### config.mk
export PLATFORM = sky130hd
export DESIGN_NAME = pmc_bank
export DESIGN_NICKNAME = d
export VERILOG_FILES = /design/src/rtl/pmc_pkg.sv /design/src/rtl/pmc_mask_reg.sv /design/src/rtl/pmc_event_ctr.sv /design/src/rtl/pmc_cycle_ctr.sv /design/src/rtl/pmc_bank.sv
export SDC_FILE = /design/constraint.sdc
export NUM_CORES = 1
export LEC_CHECK = 0
export BUFFER_PORTS_ARGS = -buffer_cell sky130_fd_sc_hd__clkbuf_2
export CORE_AREA = 2 2 277 279
export DETAILED_ROUTE_END_ITERATION = 8
export DIE_AREA = 0 0 279 281
export HOLD_SLACK_MARGIN = 0.05
export SLEW_MARGIN = 20
export SYNTH_ARGS = -nofsm -noshare
export SYNTH_HDL_FRONTEND = slang
export SYNTH_SLANG_ARGS = --single-unit
export TNS_END_PERCENT = 30
### constraint.sdc
create_clock -name clk_i -period 5.4 [get_ports clk_i]
set_clock_uncertainty 0.2 [all_clocks]
set_input_delay 0.54 -clock clk_i [delete_from_list [all_inputs] [get_ports clk_i]]
set_output_delay 0.54 -clock clk_i [all_outputs]
set_load 0.02 [all_outputs]
### src/rtl/pmc_pkg.sv
package pmc_pkg;
   localparam int AW = 8;
   localparam int DW = 32;

   localparam logic [AW-1:0] A_CTRL     = 8'h00;
   localparam logic [AW-1:0] A_EN_SET   = 8'h01;
   localparam logic [AW-1:0] A_EN_CLR   = 8'h02;
   localparam logic [AW-1:0] A_OVF      = 8'h03;
   localparam logic [AW-1:0] A_IE_SET   = 8'h04;
   localparam logic [AW-1:0] A_IE_CLR   = 8'h05;
   localparam logic [AW-1:0] A_SEL      = 8'h06;
   localparam logic [AW-1:0] A_SEL_TYPE = 8'h07;
   localparam logic [AW-1:0] A_SEL_CNT  = 8'h08;
   localparam logic [AW-1:0] A_CYC      = 8'h09;
   localparam logic [AW-1:0] A_CNT_BASE = 8'h40;
   localparam logic [AW-1:0] A_TYP_BASE = 8'h80;

   localparam int B_RUN     = 0;
   localparam int B_CLR_EVT = 1;
   localparam int B_CLR_CYC = 2;

   localparam logic [DW-1:0] TYPE_KEEP = 32'hFF00_FFFF;
   localparam int CYC_BIT = 31;
endpackage

### src/rtl/pmc_mask_reg.sv
module pmc_mask_reg #(
   parameter int W = 32,
   parameter logic [W-1:0] IMPL = '1
) (
   input  logic         clk_i,
   input  logic         rst_ni,
   input  logic         set_we_i,
   input  logic         clr_we_i,
   input  logic [W-1:0] wdata_i,
   output logic [W-1:0] mask_o
);
   logic [W-1:0] legal;
   assign legal = wdata_i & IMPL;

   always_ff @(posedge clk_i or negedge rst_ni) begin
      if (!rst_ni)       mask_o <= '0;
      else if (set_we_i) mask_o <= mask_o | legal;
      else if (clr_we_i) mask_o <= mask_o & ~legal;
   end
endmodule

### src/rtl/pmc_event_ctr.sv
module pmc_event_ctr
   import pmc_pkg::*;
#(
   parameter int NUM_EVT = 32
) (
   input  logic               clk_i,
   input  logic               rst_ni,
   input  logic               type_we_i,
   input  logic               cnt_we_i,
   input  logic [DW-1:0]      wdata_i,
   input  logic               clr_i,
   input  logic               run_i,
   input  logic [NUM_EVT-1:0] evt_i,
   input  logic [1:0]         priv_i,
   output logic [DW-1:0]      type_o,
   output logic [DW-1:0]      cnt_o,
   output logic               wrap_o
);
   localparam int EW = $clog2(NUM_EVT);
   localparam logic [16:0] EV_LIM = 17'(NUM_EVT);

   logic [15:0] evnum;
   logic        evt_hit, excluded, inc;

   assign evnum    = type_o[15:0];
   assign evt_hit  = ({1'b0, evnum} < EV_LIM) ? evt_i[evnum[EW-1:0]] : 1'b0;
   assign excluded = (priv_i == 2'd0 && type_o[30]) || (priv_i == 2'd1 && type_o[31]);
   assign inc      = run_i && evt_hit && !excluded;
   assign wrap_o   = inc && !cnt_we_i && !clr_i && (cnt_o == '1);

   always_ff @(posedge clk_i or negedge rst_ni) begin
      if (!rst_ni)        type_o <= '0;
      else if (type_we_i) type_o <= wdata_i & TYPE_KEEP;
   end

   always_ff @(posedge clk_i or negedge rst_ni) begin
      if (!rst_ni)       cnt_o <= '0;
      else if (cnt_we_i) cnt_o <= wdata_i;
      else if (clr_i)    cnt_o <= '0;
      else if (inc)      cnt_o <= cnt_o + 1'b1;
   end
endmodule

### src/rtl/pmc_cycle_ctr.sv
module pmc_cycle_ctr
   import pmc_pkg::*;
(
   input  logic          clk_i,
   input  logic          rst_ni,
   input  logic          we_i,
   input  logic [DW-1:0] wdata_i,
   input  logic          clr_i,
   input  logic          run_i,
   output logic [DW-1:0] cnt_o,
   output logic          wrap_o
);
   assign wrap_o = run_i && !we_i && !clr_i && (cnt_o == '1);

   always_ff @(posedge clk_i or negedge rst_ni) begin
      if (!rst_ni)    cnt_o <= '0;
      else if (we_i)  cnt_o <= wdata_i;
      else if (clr_i) cnt_o <= '0;
      else if (run_i) cnt_o <= cnt_o + 1'b1;
   end
endmodule

### src/rtl/pmc_bank.sv
module pmc_bank
   import pmc_pkg::*;
#(
   parameter int NUM_CTR = 4,
   parameter int NUM_EVT = 32
) (
   input  logic               clk_i,
   input  logic               rst_ni,
   input  logic               we_i,
   input  logic [7:0]         addr_i,
   input  logic [31:0]        wdata_i,
   output logic [31:0]        rdata_o,
   input  logic [NUM_EVT-1:0] evt_i,
   input  logic [1:0]         priv_i,
   output logic               irq_o
);
   localparam logic [DW-1:0] IMPL = 32'h8000_0000 | ((32'h1 << NUM_CTR) - 32'h1);
   localparam logic [4:0]    NFIELD = 5'(NUM_CTR);

   if (NUM_CTR < 1 || NUM_CTR > 31) begin : g_bad_ctr
      $error("pmc_bank: NUM_CTR must be within 1..31");
   end
   if (NUM_EVT < 2 || NUM_EVT > 65536) begin : g_bad_evt
      $error("pmc_bank: NUM_EVT must be within 2..65536");
   end

   logic          run_q;
   logic [2:0]    spare_q;
   logic [4:0]    sel_q;
   logic [DW-1:0] en_q, ie_q, ovf_q, wrap_vec, cyc_q;
   logic          cyc_wrap;
   logic          wr_ctrl, clr_evt, clr_cyc;
   logic [DW-1:0] typ [NUM_CTR];
   logic [DW-1:0] cnt [NUM_CTR];
   logic [NUM_CTR-1:0] wrap;

   assign wr_ctrl = we_i && addr_i == A_CTRL;
   assign clr_evt = wr_ctrl && wdata_i[B_CLR_EVT];
   assign clr_cyc = wr_ctrl && wdata_i[B_CLR_CYC];

   always_ff @(posedge clk_i or negedge rst_ni) begin
      if (!rst_ni) begin
         run_q   <= 1'b0;
         spare_q <= '0;
         sel_q   <= '0;
      end else begin
         if (wr_ctrl) begin
            run_q   <= wdata_i[B_RUN];
            spare_q <= wdata_i[5:3];
         end
         if (we_i && addr_i == A_SEL) sel_q <= wdata_i[4:0];
      end
   end

   pmc_mask_reg #(.W(DW), .IMPL(IMPL)) u_en (
      .clk_i, .rst_ni,
      .set_we_i (we_i && addr_i == A_EN_SET),
      .clr_we_i (we_i && addr_i == A_EN_CLR),
      .wdata_i,
      .mask_o   (en_q)
   );

   pmc_mask_reg #(.W(DW), .IMPL(IMPL)) u_ie (
      .clk_i, .rst_ni,
      .set_we_i (we_i && addr_i == A_IE_SET),
      .clr_we_i (we_i && addr_i == A_IE_CLR),
      .wdata_i,
      .mask_o   (ie_q)
   );

   for (genvar k = 0; k < NUM_CTR; k++) begin : g_ctr
      logic hit_sel;
      assign hit_sel = (sel_q == 5'(k));
      pmc_event_ctr #(.NUM_EVT(NUM_EVT)) u_ctr (
         .clk_i, .rst_ni,
         .type_we_i (we_i && (addr_i == A_TYP_BASE + 8'(k) || (addr_i == A_SEL_TYPE && hit_sel))),
         .cnt_we_i  (we_i && (addr_i == A_CNT_BASE + 8'(k) || (addr_i == A_SEL_CNT && hit_sel))),
         .wdata_i,
         .clr_i     (clr_evt),
         .run_i     (run_q && en_q[k]),
         .evt_i,
         .priv_i,
         .type_o    (typ[k]),
         .cnt_o     (cnt[k]),
         .wrap_o    (wrap[k])
      );
   end

   pmc_cycle_ctr u_cyc (
      .clk_i, .rst_ni,
      .we_i    (we_i && addr_i == A_CYC),
      .wdata_i,
      .clr_i   (clr_cyc),
      .run_i   (run_q && en_q[CYC_BIT]),
      .cnt_o   (cyc_q),
      .wrap_o  (cyc_wrap)
   );

   always_comb begin
      wrap_vec = '0;
      wrap_vec[NUM_CTR-1:0] = wrap;
      wrap_vec[CYC_BIT] = cyc_wrap;
   end

   always_ff @(posedge clk_i or negedge rst_ni) begin
      if (!rst_ni) ovf_q <= '0;
      else if (we_i && addr_i == A_OVF) ovf_q <= (ovf_q & ~(wdata_i & IMPL)) | wrap_vec;
      else ovf_q <= ovf_q | wrap_vec;
   end

   assign irq_o = |(ovf_q & ie_q);

   always_comb begin
      rdata_o = '0;
      case (addr_i)
         A_CTRL:             rdata_o = {16'b0, NFIELD, 4'b0, 1'b1, spare_q, 2'b00, run_q};
         A_EN_SET, A_EN_CLR: rdata_o = en_q;
         A_OVF:              rdata_o = ovf_q;
         A_IE_SET, A_IE_CLR: rdata_o = ie_q;
         A_SEL:              rdata_o = {27'b0, sel_q};
         A_CYC:              rdata_o = cyc_q;
         default:            rdata_o = '0;
      endcase
      for (int k = 0; k < NUM_CTR; k++) begin
         if (addr_i == A_CNT_BASE + 8'(k)) rdata_o = cnt[k];
         if (addr_i == A_TYP_BASE + 8'(k)) rdata_o = typ[k];
         if (sel_q == 5'(k) && addr_i == A_SEL_CNT)  rdata_o = cnt[k];
         if (sel_q == 5'(k) && addr_i == A_SEL_TYPE) rdata_o = typ[k];
      end
   end
endmodule

## Word-level counts from Yosys, hierarchy flattened

Index checks and enable logic that the tools add are counted.

| word-level totals | value |
|---|---|
| flip-flop bits (word level) | 361 |
| input bits | 77 |
| output and inout port bits | 33 |
| logic and storage cells | 210 |

| operators by class | value |
|---|---|
| add/sub/neg operators | 5 |
| $lt $le $gt $ge | 8 |
| eq/ne operators | 26 |
| multiplexer cells | 49 |
| bitwise gates (word level) | 9 |
| reductions and logical operators | 98 |

Operator list:

| cell | count |
|---|---|
| two-way mux 32 bit | 36 |
| case mux 32 bit (6 select lines) | 1 |
| adder 32 x 1 -> 32 bit, second input constant | 5 |
| equality test 32 bit, second input constant | 5 |
| bitwise AND 32 bit | 4 |
| bitwise OR 32 bit | 4 |
| < comparator 16 x 6 -> 1 bit, second input constant | 4 |
| logical AND 1 bit | 62 |
| equality test 8 x 3 -> 1 bit, second input constant | 4 |
| equality test 8 x 7 -> 1 bit, second input constant | 4 |
| equality test 8 bit, second input constant | 4 |
| NOT 32 bit | 1 |
| OR reduction 32 bit | 1 |
| < comparator 5 x 6 -> 1 bit, second input constant | 4 |
| binary-select mux 1 bit (select 5 bit) | 4 |
| equality test 8 x 2 -> 1 bit, second input constant | 2 |
| equality test 8 x 4 -> 1 bit, second input constant | 2 |
| nonzero test 3 bit | 5 |
| logical OR 1 bit | 12 |
| zero test 1 bit | 11 |
| equality test 5 x 2 -> 1 bit, second input constant | 2 |
| equality test 8 x 1 -> 1 bit, second input constant | 1 |
| zero test 8 bit | 1 |
| two-way mux 1 bit | 8 |
| other kinds (6) | 8 |

## Logic depth before layout (Yosys ltp)

| depth | value |
|---|---|
| word-level depth | 19 |
| mapped depth | 10 |
| depth with buffers taken out | 8 |

## Cells and area by module

From an unflattened synthesis, not the netlist that was laid out.

| second synthesis, totals | value |
|---|---|
| cells, all modules | 2519 |
| area, all modules | 21828.4 um2 |

By module, submodules not included:

| module | times used | cells each | area an instance (um2) | sequential area each (um2) |
|---|---|---|---|---|
| pmc_event_ctr (g_ctr[1].u_ctr ...) | 3 | 368 | 3543.4 | 1401.3 |
| pmc_bank | 1 | 684 | 4687.0 | 350.3 |
| pmc_event_ctr (g_ctr[0].u_ctr) | 1 | 377 | 3534.6 | 1401.3 |
| pmc_cycle_ctr | 1 | 268 | 2188.3 | 800.8 |
| pmc_mask_reg | 2 | 43 | 394.1 | 125.1 |

## Worst setup path after synthesis

No wires, ideal clock.

| path | value |
|---|---|
| kind | input to output |
| start point | input addr_i[7] |
| end point | output rdata_o[3] |
| arrival time | 2796 ps |
| setup slack | 1864 ps |
| cell stages on the path | 9 |
| path buffers | 2 |
| path through | or4_4 -> buf_6 -> nor4_1 -> or2_1 -> buf_4 -> a22oi_1 -> a21oi_1 -> a211oi_1 -> nor4_1 |

| on the way | value |
|---|---|
| longest elaborated chain between the ends | 19 |
| elaborated cells on any way between the ends | 45 |
| those cells by class | 17 x eq/ne; 17 x mux; 11 x reduce/logical |

Ends and longest elaborated chain:

| item | RTL line | RTL |
|---|---|---|
| start: declaration | pmc_bank.sv:10 | `input logic [7:0] addr_i,` |
| equality test 8 x 3 -> 1 bit, or another cell as far along | pmc_bank.sv:115 | `case (addr_i)` |
| OR reduction 2 bit | pmc_bank.sv:115 |  |
| case mux 32 bit (6 select lines) | pmc_bank.sv:115 |  |
| two-way mux 32 bit | pmc_bank.sv:125 | `if (addr_i == A_CNT_BASE + 8'(k)) rdata_o = cnt[k];` |
| two-way mux 32 bit | pmc_bank.sv:126 | `if (addr_i == A_TYP_BASE + 8'(k)) rdata_o = typ[k];` |
| two-way mux 32 bit | pmc_bank.sv:127 | `if (sel_q == 5'(k) && addr_i == A_SEL_CNT) rdata_o = cnt[k];` |
| two-way mux 32 bit | pmc_bank.sv:128 | `if (sel_q == 5'(k) && addr_i == A_SEL_TYPE) rdata_o = typ[k];` |
| two-way mux 32 bit | pmc_bank.sv:125 |  |
| [... 3 more ...] | n/a |  |
| two-way mux 32 bit | pmc_bank.sv:125 |  |
| two-way mux 32 bit | pmc_bank.sv:126 |  |
| two-way mux 32 bit | pmc_bank.sv:127 |  |
| two-way mux 32 bit | pmc_bank.sv:128 |  |
| two-way mux 32 bit | pmc_bank.sv:125 |  |
| two-way mux 32 bit | pmc_bank.sv:126 |  |
| two-way mux 32 bit | pmc_bank.sv:127 |  |
| two-way mux 32 bit * | pmc_bank.sv:128 |  |
| end: declaration | pmc_bank.sv:12 | `output logic [31:0] rdata_o,` |

Mark *: on every way between the ends. The rest lies on a longest branch, timed or not.

## Worst setup path in the final report

| path | value |
|---|---|
| start point | register sel_q[4] |
| end point | output rdata_o[30] |

| on the way | value |
|---|---|
| longest elaborated chain between the ends | 16 |
| elaborated cells on any way between the ends | 26 |
| those cells by class | 3 x eq/ne; 14 x mux; 9 x reduce/logical |

Ends and longest elaborated chain:

| item | RTL line | RTL |
|---|---|---|
| start: declaration | pmc_bank.sv:29 | `logic [4:0] sel_q;` |
| start signal: assignment | pmc_bank.sv:51 | `if (we_i && addr_i == A_SEL) sel_q <= wdata_i[4:0];` |
| zero test 5 bit | pmc_bank.sv:127, pmc_bank.sv:128 |  |
| logical AND 1 bit | pmc_bank.sv:127 |  |
| two-way mux 32 bit | pmc_bank.sv:127 |  |
| two-way mux 32 bit | pmc_bank.sv:128 |  |
| two-way mux 32 bit | pmc_bank.sv:125 |  |
| two-way mux 32 bit | pmc_bank.sv:126 |  |
| two-way mux 32 bit | pmc_bank.sv:127 |  |
| two-way mux 32 bit | pmc_bank.sv:128 |  |
| two-way mux 32 bit | pmc_bank.sv:125 |  |
| two-way mux 32 bit | pmc_bank.sv:126 |  |
| two-way mux 32 bit | pmc_bank.sv:127 |  |
| two-way mux 32 bit | pmc_bank.sv:128 |  |
| two-way mux 32 bit | pmc_bank.sv:125 |  |
| two-way mux 32 bit | pmc_bank.sv:126 |  |
| two-way mux 32 bit | pmc_bank.sv:127 |  |
| two-way mux 32 bit * | pmc_bank.sv:128 |  |

Marks and branches as above.

==> results.sh <==
export IMPL_finalCritPeriodShare_pct=91.1
export IMPL_rrSetupSlack_ns=1.82
export IMPL_tns_ns=0
export IMPL_maxCapViolations=0
export IMPL_row_count=101
export IMPL_netlist_area_mm2=0.0187
export IMPL_layout_common_cells="nand2_1, dfrtp_1, a21oi_1, o21ai_0, nor2_1"
export IMPL_vias=18636
export IMPL_nFillCells=7917
export IMPL_initial_core_util_pct=24.8
export IMPL_cts_root_buf="clkbuf_16"
export IMPL_finalHoldViolCount=0
export IMPL_startpoint_type="flop"
export IMPL_finalSetupViolations=0
export IMPL_cp_arrival_ns=4.18
export IMPL_rsz0062_at_grt="false"
export IMPL_slew_headroom_pct=31.3
export IMPL_synth_yosys_seq_area_share_pct=37.4
export IMPL_rr_worst_depth=11
export IMPL_ant_nets=0
export IMPL_core_area_mm2=0.0754
export IMPL_maxSlewViolCount=0
export IMPL_holdPathStages=3
export IMPL_critPathKind="flop to primary output"
export IMPL_max_clock_path_buffers=3
export IMPL_slowest_delay_ns=0.75
export IMPL_yosys_warnings=0
export IMPL_synth_fp_nets=2203
export IMPL_ir_drop_mv=0.171
export IMPL_clock_fmax_mhz=203
export IMPL_h_tree_depth=2
export IMPL_gp_congestion=1.03
export IMPL_instances_no_fill=3179
export IMPL_portBuffers=109
export IMPL_drt_total_wl_um=80500
export IMPL_final_common_cell="nand2_1"
export IMPL_fp_dieW_um=279
export IMPL_track_usage_pct=19.9
export IMPL_nets=2255
export IMPL_crit_fanout=20
export IMPL_grt_pass1_wl_um=118000
export IMPL_cp_cell_sequence="nor4_2 -> nand4_1 -> nand2_1 -> a222oi_1 -> and3_1 -> a211oi_1 -> o22a_1 -> clkbuf_2"
export IMPL_p_leak_nw=9.09
export IMPL_wl_per_cell_um=25.3
export IMPL_worstReg2RegEnd="g_ctr[3].u_ctr.cnt_o[8]"
export IMPL_clk_pin_slew_ns=0.06
export IMPL_ys_types=86
export IMPL_final_core_util_pct=28.5
export IMPL_finalPower_w=0.00545
export IMPL_status="completed"
export IMPL_end_kind="primary output"
export IMPL_drt_initial_drc_count=2792
export IMPL_p_per_area_mw_per_mm2=253
export IMPL_boundaryPins=110
export IMPL_worst_hold_path_endpoint="g_ctr[1].u_ctr.cnt_o[23]"
export IMPL_async_reset_ff_share_pct=100
export IMPL_yosys_register_bits=280
export IMPL_grt_max_degree=101
export IMPL_worst_endpoint_required_ns=4.66
export IMPL_cp_slowest_cell="nand2_1"
export IMPL_min_from="wdata_i[23]"
export IMPL_syn_inst=2121
export IMPL_r2r_start="sel_q[0]"
export IMPL_dp_cells=3111
export IMPL_die_h_um=281
export IMPL_routed_via_density=5.86
export IMPL_synthToLayoutAreaGrowth_pct=14.8
export IMPL_grt_ovfl_total=0
export IMPL_hold_class="input pin to flop"
export IMPL_drc=0
export IMPL_hpwl_um=59600
export IMPL_firstDrtPassIters=8
export IMPL_cts_tree="built"
export IMPL_antenna_found_initial=4
export IMPL_synth_edff_count=0
export IMPL_final_layout_size_suffix_gt1_share_pct=18.1
export IMPL_numCtsBuffers=37
export IMPL_die_area_mm2=0.0784
export IMPL_clk_latency_ns=0.57
export IMPL_cts_sinks=280
export IMPL_min_period_ns=4.92
export IMPL_worstMarginPinSlew_ns=1.03
export IMPL_synth_flop_cell="dfrtp_1"
export IMPL_grt_pass1_vias=17143
export IMPL_avgSynthCellArea_um2=8.84
## routing by layer
layer	global-route usage (%)	share of wire, %	vias to the layer above
li1	-	-	8074
met1	26.1	40	9166
met2	31.8	46	1190
met3	4.72	11	204
met4	7.18	3.7	2
met5	0	0.0087	-
## metrics by stage
stage          hold WS [ns]  area, um2  setup slack (ns)
6_report              0.156      21500             0.478
5_1_grt               0.168      21500             0.458
4_1_cts               0.124      21500             0.682
3_5_place_dp          0.292      20200             0.940
3_3_place_gp          0.284      20200              1.01
2_1_floorplan        0.0444      18700              1.86
## timing repair
item,in CTS,in global routing
buffers inserted,0,0
hold endpoints to repair,83,0
gates resized for setup,0,0
hold buffers,1,0
setup endpoints to repair,0,0
## cell type report
cell class	count	area [um2]	share of cell area, %
Multi-Input combinational cell	1668	10900	50.9
Clock inverter	8	123	0.570
Tap cell	978	1220	5.69
Sequential cell	280	7010	32.6
Inverter	22	82.6	0.384
Timing Repair Buffer	164	983	4.57
Antenna cell	2	5.00	0.0233
Clock buffer	57	1150	5.35
## critical path, delay by kind of cell, from the launching register on
| family | cells | cell delay [ns] |
|---|---|---|
| compound gates | 3 | 0.97 |
| buf+inv | 1 | 0.17 |
| flops | 1 | 0.47 |
| simple gates | 4 | 2.02 |
## registers in the layout (all words and copies together), names as in the netlist, named ones only
signal / cells
g_ctr.u_ctr.type_o: 96
g_ctr.u_ctr.cnt_o: 128
run_q: 1
sel_q: 5
spare_q: 3
u_cyc.cnt_o: 32
ovf_q: 5
## where the power goes
group / leakage (nW) / internal, W / total [W] / switching (W)
Clock: 0.633 / 0.00161 / 0.00261 / 0.00101
Combinational: 4.64 / 0.000188 / 0.000476 / 0.000288
Sequential: 3.81 / 0.00219 / 0.00236 / 0.000167
## synthesized netlist by cell type (all sizes together) (10+ instances only)
cell type,n,area [um2]
a22oi,43,323
a211oi,10,75.1
nor3,23,126
a21oi,200,1010
mux2,108,1290
a22o,19,166
a221o,22,220
nor2,118,453
nor4,23,184
clkbuf,74,278
inv,22,82.6
o21ai,167,840
nand2,358,1380
nand3,78,390
nand4,50,319
a221oi,26,228
and4,21,184
or4,10,82.6
dfrtp,280,7010
o22ai,22,138
o221ai,16,140
and2,22,138
buf,77,493
a31oi,13,96.3
o31ai,23,173
mux4,28,631
xnor2,31,272
a32o,11,110
xor2,38,333
mux2i,27,270
and3,46,288
## kinds of logic (layout without fill, tap and decap cells)
logic type      after synthesis  after routing  share of synthesized area, %
simple gates                795            795                          21.0
compound gates              636            636                          21.8
flops                       280            280                          37.4
buf+inv                     173            251                          4.55
mux                         163            163                          11.7
xor+xnor                     69             69                          3.22
fa+ha+maj                     5              5                         0.334
other cells                   0              2                             0
## worst max-delay path by stage
stage | cells past startpoint | endpoint | from | slack, ns
6_report | 8 | rdata_o[30] | sel_q[4] | 0.48
5_1_grt | 8 | rdata_o[30] | sel_q[4] | 0.46
4_1_cts | 8 | rdata_o[30] | sel_q[0] | 0.68
3_5_place_dp | 9 | rdata_o[30] | addr_i[0] | 0.94
3_3_place_gp | 9 | rdata_o[30] | addr_i[1] | 1.01
2_1_floorplan | 9 | rdata_o[3] | addr_i[7] | 1.86
(Power assumes the default switching activity.)
